===== src/rtl/dslp_pkg.sv =====
package dslp_pkg;
   typedef enum logic [1:0] {
      PS_RUN   = 2'b00,
      PS_SLEEP = 2'b01,
      PS_DEEP  = 2'b10
   } pstate_e;

   localparam int unsigned CTL_ADDR     = 0;
   localparam int unsigned CTL_DEEP_BIT = 0;
   localparam int unsigned CTL_ECLR_BIT = 1;
endpackage


===== src/rtl/dslp_regfile.sv =====
module dslp_regfile #(
   parameter int unsigned DATA_W   = 32,
   parameter int unsigned NUM_STOP = 2,
   parameter int unsigned ADDR_W   = 2
) (
   input  logic                         clk,
   input  logic                         rst_n,
   input  logic                         wr_en,
   input  logic [ADDR_W-1:0]            wr_addr,
   input  logic [DATA_W-1:0]            wr_data,
   output logic                         deep_sel,
   output logic                         err_clr,
   output logic [NUM_STOP*DATA_W-1:0]   mstop
);
   import dslp_pkg::*;

   localparam int unsigned NUM_REGS = NUM_STOP + 1;

   initial begin
      if (NUM_REGS > (1 << ADDR_W))
         $fatal(1, "dslp_regfile: address width too small for register count");
      if (DATA_W < 2)
         $fatal(1, "dslp_regfile: data width must hold the control bits");
   end

   logic ctl_hit;
   assign ctl_hit = wr_en && (wr_addr == ADDR_W'(CTL_ADDR));

   always_ff @(posedge clk or negedge rst_n) begin
      if (!rst_n)
         deep_sel <= 1'b0;
      else if (ctl_hit)
         deep_sel <= wr_data[CTL_DEEP_BIT];
   end

   assign err_clr = ctl_hit && wr_data[CTL_ECLR_BIT];

   for (genvar k = 0; k < NUM_STOP; k++) begin : g_stop
      logic hit;
      assign hit = wr_en && (wr_addr == ADDR_W'(k + 1));
      always_ff @(posedge clk or negedge rst_n) begin
         if (!rst_n)
            mstop[k*DATA_W +: DATA_W] <= '0;
         else if (hit)
            mstop[k*DATA_W +: DATA_W] <= wr_data;
      end
   end
endmodule


===== src/rtl/dslp_fsm.sv =====
module dslp_fsm (
   input  logic               clk,
   input  logic               rst_n,
   input  logic               sleep_strobe,
   input  logic               deep_sel,
   input  logic               wake_irq,
   input  logic               wake_rst,
   output dslp_pkg::pstate_e  state
);
   import dslp_pkg::*;

   pstate_e state_q, state_d;
   logic    wake;

   assign wake = wake_irq || wake_rst;

   always_comb begin
      state_d = state_q;
      unique case (state_q)
         PS_RUN: begin
            if (sleep_strobe)
               state_d = deep_sel ? PS_DEEP : PS_SLEEP;
         end
         PS_SLEEP, PS_DEEP: begin
            if (wake)
               state_d = PS_RUN;
         end
         default: state_d = PS_RUN;
      endcase
   end

   always_ff @(posedge clk or negedge rst_n) begin
      if (!rst_n)
         state_q <= PS_RUN;
      else
         state_q <= state_d;
   end

   assign state = state_q;
endmodule


===== src/rtl/dslp_outdec.sv =====
module dslp_outdec #(
   parameter int unsigned NUM_MOD           = 64,
   parameter bit          CKO_GATE_IN_SLEEP = 1'b0
) (
   input  dslp_pkg::pstate_e  state,
   input  logic [NUM_MOD-1:0] mstop,
   input  logic               refresh_req,
   input  logic               sref_ack,
   output logic               cpu_halt,
   output logic               dma_stop,
   output logic               bus_inhibit,
   output logic [NUM_MOD-1:0] mod_clk_en,
   output logic               ckout_en,
   output logic [1:0]         status
);
   import dslp_pkg::*;

   logic in_deep, in_sleep, refresh_safe;

   assign in_deep      = (state == PS_DEEP);
   assign in_sleep     = (state == PS_SLEEP);
   assign refresh_safe = sref_ack || !refresh_req;

   assign cpu_halt    = in_deep || in_sleep;
   assign dma_stop    = in_deep;
   assign bus_inhibit = in_deep && refresh_safe;
   assign status      = {in_deep, in_sleep};

   for (genvar i = 0; i < NUM_MOD; i++) begin : g_mclk
      assign mod_clk_en[i] = !mstop[i];
   end

   if (CKO_GATE_IN_SLEEP) begin : g_cko_gated
      assign ckout_en = !in_sleep;
   end else begin : g_cko_free
      assign ckout_en = 1'b1;
   end
endmodule


===== src/rtl/dslp_errflag.sv =====
module dslp_errflag (
   input  logic clk,
   input  logic rst_n,
   input  logic set_cond,
   input  logic clr,
   output logic flag
);
   always_ff @(posedge clk or negedge rst_n) begin
      if (!rst_n)
         flag <= 1'b0;
      else if (set_cond)
         flag <= 1'b1;
      else if (clr)
         flag <= 1'b0;
   end
endmodule


===== src/rtl/dslp_ctrl.sv =====
module dslp_ctrl #(
   parameter int unsigned DATA_W            = 32,
   parameter int unsigned NUM_STOP          = 2,
   parameter int unsigned ADDR_W            = 2,
   parameter bit          CKO_GATE_IN_SLEEP = 1'b0
) (
   input  logic                       clk,
   input  logic                       rst_n,
   input  logic                       wr_en,
   input  logic [ADDR_W-1:0]          wr_addr,
   input  logic [DATA_W-1:0]          wr_data,
   input  logic                       sleep_strobe,
   input  logic                       wake_irq,
   input  logic                       wake_rst,
   input  logic                       refresh_req,
   input  logic                       sref_ack,
   output logic                       cpu_halt,
   output logic                       dma_stop,
   output logic                       bus_inhibit,
   output logic [NUM_STOP*DATA_W-1:0] mod_clk_en,
   output logic                       ckout_en,
   output logic [1:0]                 status,
   output logic                       sref_err
);
   import dslp_pkg::*;

   localparam int unsigned NUM_MOD = NUM_STOP * DATA_W;

   logic               deep_sel;
   logic               err_clr;
   logic [NUM_MOD-1:0] mstop;
   pstate_e            state;
   logic               err_set;

   dslp_regfile #(
      .DATA_W  (DATA_W),
      .NUM_STOP(NUM_STOP),
      .ADDR_W  (ADDR_W)
   ) u_regs (
      .clk     (clk),
      .rst_n   (rst_n),
      .wr_en   (wr_en),
      .wr_addr (wr_addr),
      .wr_data (wr_data),
      .deep_sel(deep_sel),
      .err_clr (err_clr),
      .mstop   (mstop)
   );

   dslp_fsm u_fsm (
      .clk         (clk),
      .rst_n       (rst_n),
      .sleep_strobe(sleep_strobe),
      .deep_sel    (deep_sel),
      .wake_irq    (wake_irq),
      .wake_rst    (wake_rst),
      .state       (state)
   );

   dslp_outdec #(
      .NUM_MOD          (NUM_MOD),
      .CKO_GATE_IN_SLEEP(CKO_GATE_IN_SLEEP)
   ) u_dec (
      .state      (state),
      .mstop      (mstop),
      .refresh_req(refresh_req),
      .sref_ack   (sref_ack),
      .cpu_halt   (cpu_halt),
      .dma_stop   (dma_stop),
      .bus_inhibit(bus_inhibit),
      .mod_clk_en (mod_clk_en),
      .ckout_en   (ckout_en),
      .status     (status)
   );

   assign err_set = (state == PS_DEEP) && refresh_req && !sref_ack;

   dslp_errflag u_err (
      .clk     (clk),
      .rst_n   (rst_n),
      .set_cond(err_set),
      .clr     (err_clr),
      .flag    (sref_err)
   );
endmodule


===== config.mk =====
export PLATFORM = sky130hd
export DESIGN_NAME = dslp_ctrl
export DESIGN_NICKNAME = d
export VERILOG_FILES = /design/src/rtl/dslp_pkg.sv /design/src/rtl/dslp_regfile.sv /design/src/rtl/dslp_fsm.sv /design/src/rtl/dslp_outdec.sv /design/src/rtl/dslp_errflag.sv /design/src/rtl/dslp_ctrl.sv
export SDC_FILE = /design/constraint.sdc
export NUM_CORES = 1
export LEC_CHECK = 0
export CAP_MARGIN = 30
export CORE_ASPECT_RATIO = 0.75
export CORE_MARGIN = 2
export CORE_UTILIZATION = 25
export CTS_BUF_LIST = sky130_fd_sc_hd__clkbuf_8
export CTS_CLUSTER_SIZE = 12
export DETAILED_ROUTE_END_ITERATION = 8
export DONT_BUFFER_PORTS = 1
export GPL_ROUTABILITY_DRIVEN = 0
export PLACE_DENSITY = 0.44
export SLEW_MARGIN = 20
export SYNTH_ARGS = -nofsm -noshare
export SYNTH_HDL_FRONTEND = slang
export SYNTH_HIERARCHICAL = 1
export SYNTH_SLANG_ARGS = --single-unit
export TNS_END_PERCENT = 30

===== constraint.sdc =====
create_clock -name clk -period 1.65 [get_ports clk]
set_input_delay 0.2475 -clock clk [delete_from_list [all_inputs] [get_ports clk]]
set_output_delay 0.2475 -clock clk [all_outputs]
set_load 0.01 [all_outputs]

# [Word level (Yosys, flattened, before mapping)]
# Index checks and enable logic that the tools add are counted.
[classes] n_eq_ne=6 muxes=6 n_reduce_logical=81
[ops] op="zero test 1 bit" n=66
[ops] op="logical AND 1 bit" n=7
[ops] op="two-way mux 2 bit" n=3
[ops] op="== test 2 x 1 -> 1 bit, second input constant" n=2
[ops] op="== test 2 bit, second input constant" n=2
[ops] op="zero test 2 bit" n=2
[ops] op="one-hot mux 2 bit (2 select lines)" n=1
[ops] op="logical OR 1 bit" n=3
[ops] op="two-way mux 1 bit" n=2
[ops] op="!= test 2 x 1 -> 1 bit, second input constant" n=1
[ops] op="!= test 2 bit, second input constant" n=1
[ops] op="AND reduction 2 bit" n=1
[ops] op="nonzero test 2 bit" n=1
[ops] op="OR reduction 2 bit" n=1
[totals] regBits=68 inputBits=42 out_inout_bits=71 word_cells=98

# [Logic depth before layout (Yosys ltp)]
# Gate-level depths: netlist of run 1.
[depth] word_depth=5 mapped_depth=5 depth_no_buf=5

# [Modules after synthesis]
# The synthesis of run 1 kept the hierarchy.
[by_module_without_submodules] mod="dslp_regfile" instances=1 cells_each=140 area_each_um2=2603.7 seq_area_each_um2=1626.6
[by_module_without_submodules] mod="dslp_outdec" instances=1 cells_each=75 area_each_um2=314.1 seq_area_each_um2=0.0
[by_module_without_submodules] mod="dslp_fsm" instances=1 cells_each=12 area_each_um2=117.6 seq_area_each_um2=50.0
[by_module_without_submodules] mod="dslp_errflag" instances=1 cells_each=3 area_each_um2=36.3 seq_area_each_um2=25.0
[by_module_without_submodules] mod="dslp_ctrl" instances=1 cells_each=1 area_each_um2=12.5 seq_area_each_um2=0.0

# [Worst setup path before layout of run 1]
# OpenSTA, ideal clock, no wires.
[synth_path] kind="reg2reg" from="reg u_fsm.state_q[0], in the netlist u_fsm/state[0]" to="reg u_fsm.state_q[0], in the netlist u_fsm/state[0]" setup_ns=0.122 arrival_ns=1.207 t_required_ns=1.528 slack_ns=0.321 path_stages_with_launch=6 path_buffers=0 period_less_slack_ns=1.329 cell_sequence="dfrtp_1 -> inv_1 -> ha_1 -> or3b_1 -> nand3_1 -> o2bb2ai_1"
[synth_between] elab_chain_cells=4 word_cells_on_any_way=8 cone_classes="4 x eq/ne; 1 x mux; 3 x reduce/logical"
[synth_lines] element="start, declared" line="dslp_fsm.sv:12" source="pstate_e state_q, state_d;"
[synth_lines] element="start signal, assigned" line="dslp_fsm.sv:36" source="state_q <= state_d;"
[synth_lines] element="== test 2 x 1 -> 1 bit or == test 2 bit (tied branches)" line="dslp_fsm.sv:19" source="unique case (state_q)"
[synth_lines] element="OR reduction 2 bit" line="dslp_fsm.sv:19"
[synth_lines] element="!= test 2 x 1 -> 1 bit (no line)"
[synth_lines] element="AND reduction 2 bit (no line)"
# Parallel ways exist; a longest one is shown, timed or not.
# A chain may end at the register's enable or synchronous reset.

# [Final worst setup path of run 1]
[layout_path] from="reg u_fsm.state_q[0], in the netlist u_fsm/state[0]" to="out bus_inhibit"
[layout_between] elab_chain_cells=2
[layout_lines] element="== test 2 bit" line="dslp_outdec.sv:20" source="assign in_deep = (state == PS_DEEP);"
[layout_lines] element="logical AND 1 bit" line="dslp_outdec.sv:26" source="assign bus_inhibit = in_deep && refresh_safe;"
[layout_lines] element="end, declared" line="dslp_ctrl.sv:19" source="output logic bus_inhibit,"
# Every way passes these cells.

==> impl_metrics.csv, run 1 <==
group,metric,value,unit
status,outcome,"finished, violations left",
status,violations,"hold timing",
synthesis,post-synth-top-count-cell,"inv_1",
sta,timing.hold.ws,-0.404,ns
setup_path,crit_path_top_delay_cell,"dfrtp_1",
synthesis,syn-instance-count,231,
floorplan,fp.coreArea,0.0122,mm^2
floorplan,fp.dieArea,0.0133,mm^2
setup_path,reg2reg_from,"u_fsm/state[1]",
floorplan,chipHeight,100,um
synthesis,synth_enable_flop_cells,0,
detailed_routing,detail_route.iter0.violations,43,
setup_path,crit_chain,"buf_4 -> inv_1 -> ha_1 -> a21boi_2",
sta,maxClockFrequency,653,MHz
cts,clk_latency,0.34,ns
sta,layout_worst_path_cycle_share,0.928,
sta,max-slew-margin-rel,0.619,
sta,final_worst_path_period_need,1.53,ns
synthesis,netlist_area_pre_place,0.00308,mm^2
grt,groute.usage.overall,0.0937,
setup_path,r2r_setup_slack,0.20,ns
cells_and_area,syn_to_layout_area_delta,10.1,%
grt,global_route.overflow_total,0,
synthesis,syn-num-nets,276,
sta,worst-slew-pin-transition,0.571,ns
cts,path_clk_slew,0.07,ns
synthesis,yosys-top-cells-area,"dfrtp_1 55%, mux2_4 15%, mux2_2 12%, inv_1 8.9%, clkbuf_8 1.3%",
setup_path,timing.critical_path.from,"u_fsm/state[0]",
synthesis,synth_largest_type_area_fraction,0.552,
sta,rsz_0062_raised_after_global_routing,"no",
setup_path,cp.arrival,1.28,ns
floorplan,top_level_ports,113,
setup_path,worst-path-max-fanout,4,
sta,finalMaxSlewViolations,0,
synthesis,synth.ff_latch_count,68,
cts,cts_tree,"yes",
power_and_ir_drop,seq_power_share,0.502,
synthesis,synth_top_area_cell,"dfrtp_1",
placement,buffer_ports.inserted,0,
grt,first_pass_grt_wire_length,9330,um
grt,grt_antenna_before_repair,0,
cells_and_area,num-nets-final,281,
sta,worst_clock_skew,0.000403,ns
setup_path,r2r_cells,5,
floorplan,std_cell_rows,35,
floorplan,dieWidth,132,um
detailed_routing,route.detailed.vias_per_inst,3.97,
grt,largest_net_degree_at_the_start_of_global_routing,69,
setup_path,startpoint_type,"flop",
synthesis,ys_top_cells_by_count,"73 x inv_1, 68 x dfrtp_1, 34 x mux2_2",
power_and_ir_drop,p_leak,1.78,nW
setup_path,required,1.40,ns
power_and_ir_drop,power.density_cell_area,1290,mW/mm^2
cells_and_area,insertedDiodeCount,0,
synthesis,synth_flop_cell,"dfrtp_1",
detailed_routing,firstDrtPassIters,3,
floorplan,start_util,0.253,
sta,finalSetupTns,0,ns
cells_and_area,fin_util,0.279,
synthesis,synthArstFlopShare,1.00,
cts,h-tree-depth,3,
power_and_ir_drop,netSwitchingPower,1.30,mW
run,cap_viol_max_count,0,
cts,cts_root_buffer,"clkbuf_8",
setup_path,criticalPathCategory,"reg -> out",
placement,dp_wirelength,3860,um
detailed_routing,drt.antenna.violating_nets,0,
sta,hold_viol_final,68,
hold_path,class_of_the_tightest_hold_or_removal_check,"in -> async",
setup_path,critical-path-max-stage-delay,0.39,ns
cells_and_area,seqCellArea,0.00170,mm^2
cells_and_area,multiInputGateArea,0.00101,mm^2
power_and_ir_drop,power_switching_share,0.298,
synthesis,synth_seq_area_share,0.552,
sta,setup-violations-final,0,
cts,cts_num_sinks,68,
synthesis,ys_warnings,6,
cells_and_area,final_layout_fill_cell_count,1303,
cts,cts.path.max_buffers,2,
power_and_ir_drop,power.ir.vdd_worst,0.368,mV
detailed_routing,drt-total-wl,5980,um
detailed_routing,num_vias,1602,
setup_path,critical_path.endpoint_type,"primary output",
power_and_ir_drop,p_comb_frac,0.222,
power_and_ir_drop,clock_power_share,0.276,
synthesis,syn-mean-instance-area,13.4,um^2
power_and_ir_drop,cell_internal_pwr,3.08,mW
setup_path,r2r-end,"u_fsm/state[0]",
cts,tritoncts.num_buffers,9,
synthesis,synth_cell_types,19,
detailed_routing,wire_per_inst,14.8,um
detailed_routing,drt_drc_violations_left,0,
grt,number_of_global_route_vias_before_repair,1644,
cells_and_area,post_route_cells_drive_above_1_share,0.361,
## placed cells by master, fill, tap and decap left out
cell,n
clkinvlp_4,1
clkbuf_8,11
buf_4,2
or3b_1,1
and2_1,1
a21o_1,1
clkinv_2,1
dfrtp_1,68
a21boi_2,1
conb_1,1
buf_12,1
nand3b_4,2
mux2_2,34
mux2_4,31
o21ai_2,1
ha_1,3
o2bb2ai_1,2
and4bb_2,1
inv_1,73
nand3_1,1
nor3b_1,1
## stage by stage
stage          worst slack [ns]  instances  area [um^2]  power [mW]
6_report                  0.119        404         3400        4.38
5_1_grt                  0.0171        404         3400        4.67
4_1_cts                  0.0213        404         3390        4.48
3_5_place_dp              0.227        391         3230        3.21
3_3_place_gp              0.271        391         3230        3.19
2_1_floorplan             0.321        231         3080        3.05
## cells by family (layout without fill, tap and decap cells)
kind of cell             count (synthesis)  after routing  synth area share
adder cells (fa/ha/maj)                  3              3            0.0122
AO/OA/AOI/OAI                            5              5            0.0134
multiplexers                            65             65             0.275
buffers and inverters                   82             89             0.120
other                                    1              1           0.00122
flip-flops                              68             68             0.552
AND/OR/NAND/NOR                          7              7            0.0260
## sequential cells by signal, summed over array words and instances (netlist names)
signal / cells
u_fsm/state: 2
u_err/flag: 1
u_regs/mstop: 64
u_regs/deep_sel: 1
## how the worst max path moves through the flow
| stage | endpoint | slack [ns] |
|---|---|---|
| CTS | bus_inhibit | 0.02 |
| finish | bus_inhibit | 0.12 |
| global placement | u_regs/mstop[32] | 0.27 |
| floorplan | u_fsm/state[0] | 0.32 |
| detailed placement | u_fsm/state[0] | 0.23 |
| global route | bus_inhibit | 0.02 |
## critical path, delay by kind of cell, from the launching register on
kind | cells | cell delay [ns]
flip-flops | 1 | 0.39
AO/OA/AOI/OAI | 1 | 0.21
buffers and inverters | 2 | 0.20
adder cells (fa/ha/maj) | 1 | 0.15
## metal layers
layer / up-vias / track usage / wire length (um)
met5: - / 0 / 0
met4: 0 / 0.0422 / 79
met3: 9 / 0.0540 / 560
met2: 74 / 0.122 / 2360
met1: 808 / 0.124 / 2980
li1: 711 / - / -
## cell type report
| type | instances | area share |
|---|---|---|
| Multi-Input combinational cell | 81 | 0.299 |
| Clock buffer | 11 | 0.0446 |
| Tap cell | 166 | 0.0611 |
| Sequential cell | 68 | 0.501 |
| Inverter | 73 | 0.0807 |
| Clock inverter | 2 | 0.00368 |
| Timing Repair Buffer | 3 | 0.0103 |
## power groups by stage
| stage | Clock [mW] | Combinational, mW | Sequential, mW |
|---|---|---|---|
| final | 1.21 | 0.975 | 2.20 |
| after global routing | 1.36 | 1.07 | 2.24 |
| after CTS | 1.29 | 0.985 | 2.20 |
| after detailed placement | 0 | 0.982 | 2.23 |
| after global placement | 0 | 0.974 | 2.22 |
| after floorplan | 0 | 0.882 | 2.17 |
## what timing repair did
| action | CTS | global route |
|---|---|---|
| hold endpoints to repair | 68 | 68 |
| setup buffers | 0 | 0 |
| resized for setup | 0 | 1 |
| setup endpoints to repair | 0 | 1 |
Power figures use the tool's default switching activity.
==> inputs of run 2 (changes only) <==
- RECOVER_POWER: default -> 25
==> results of run 2 <==
No change in the layout: final DEF, timing and power equal those of run 1.
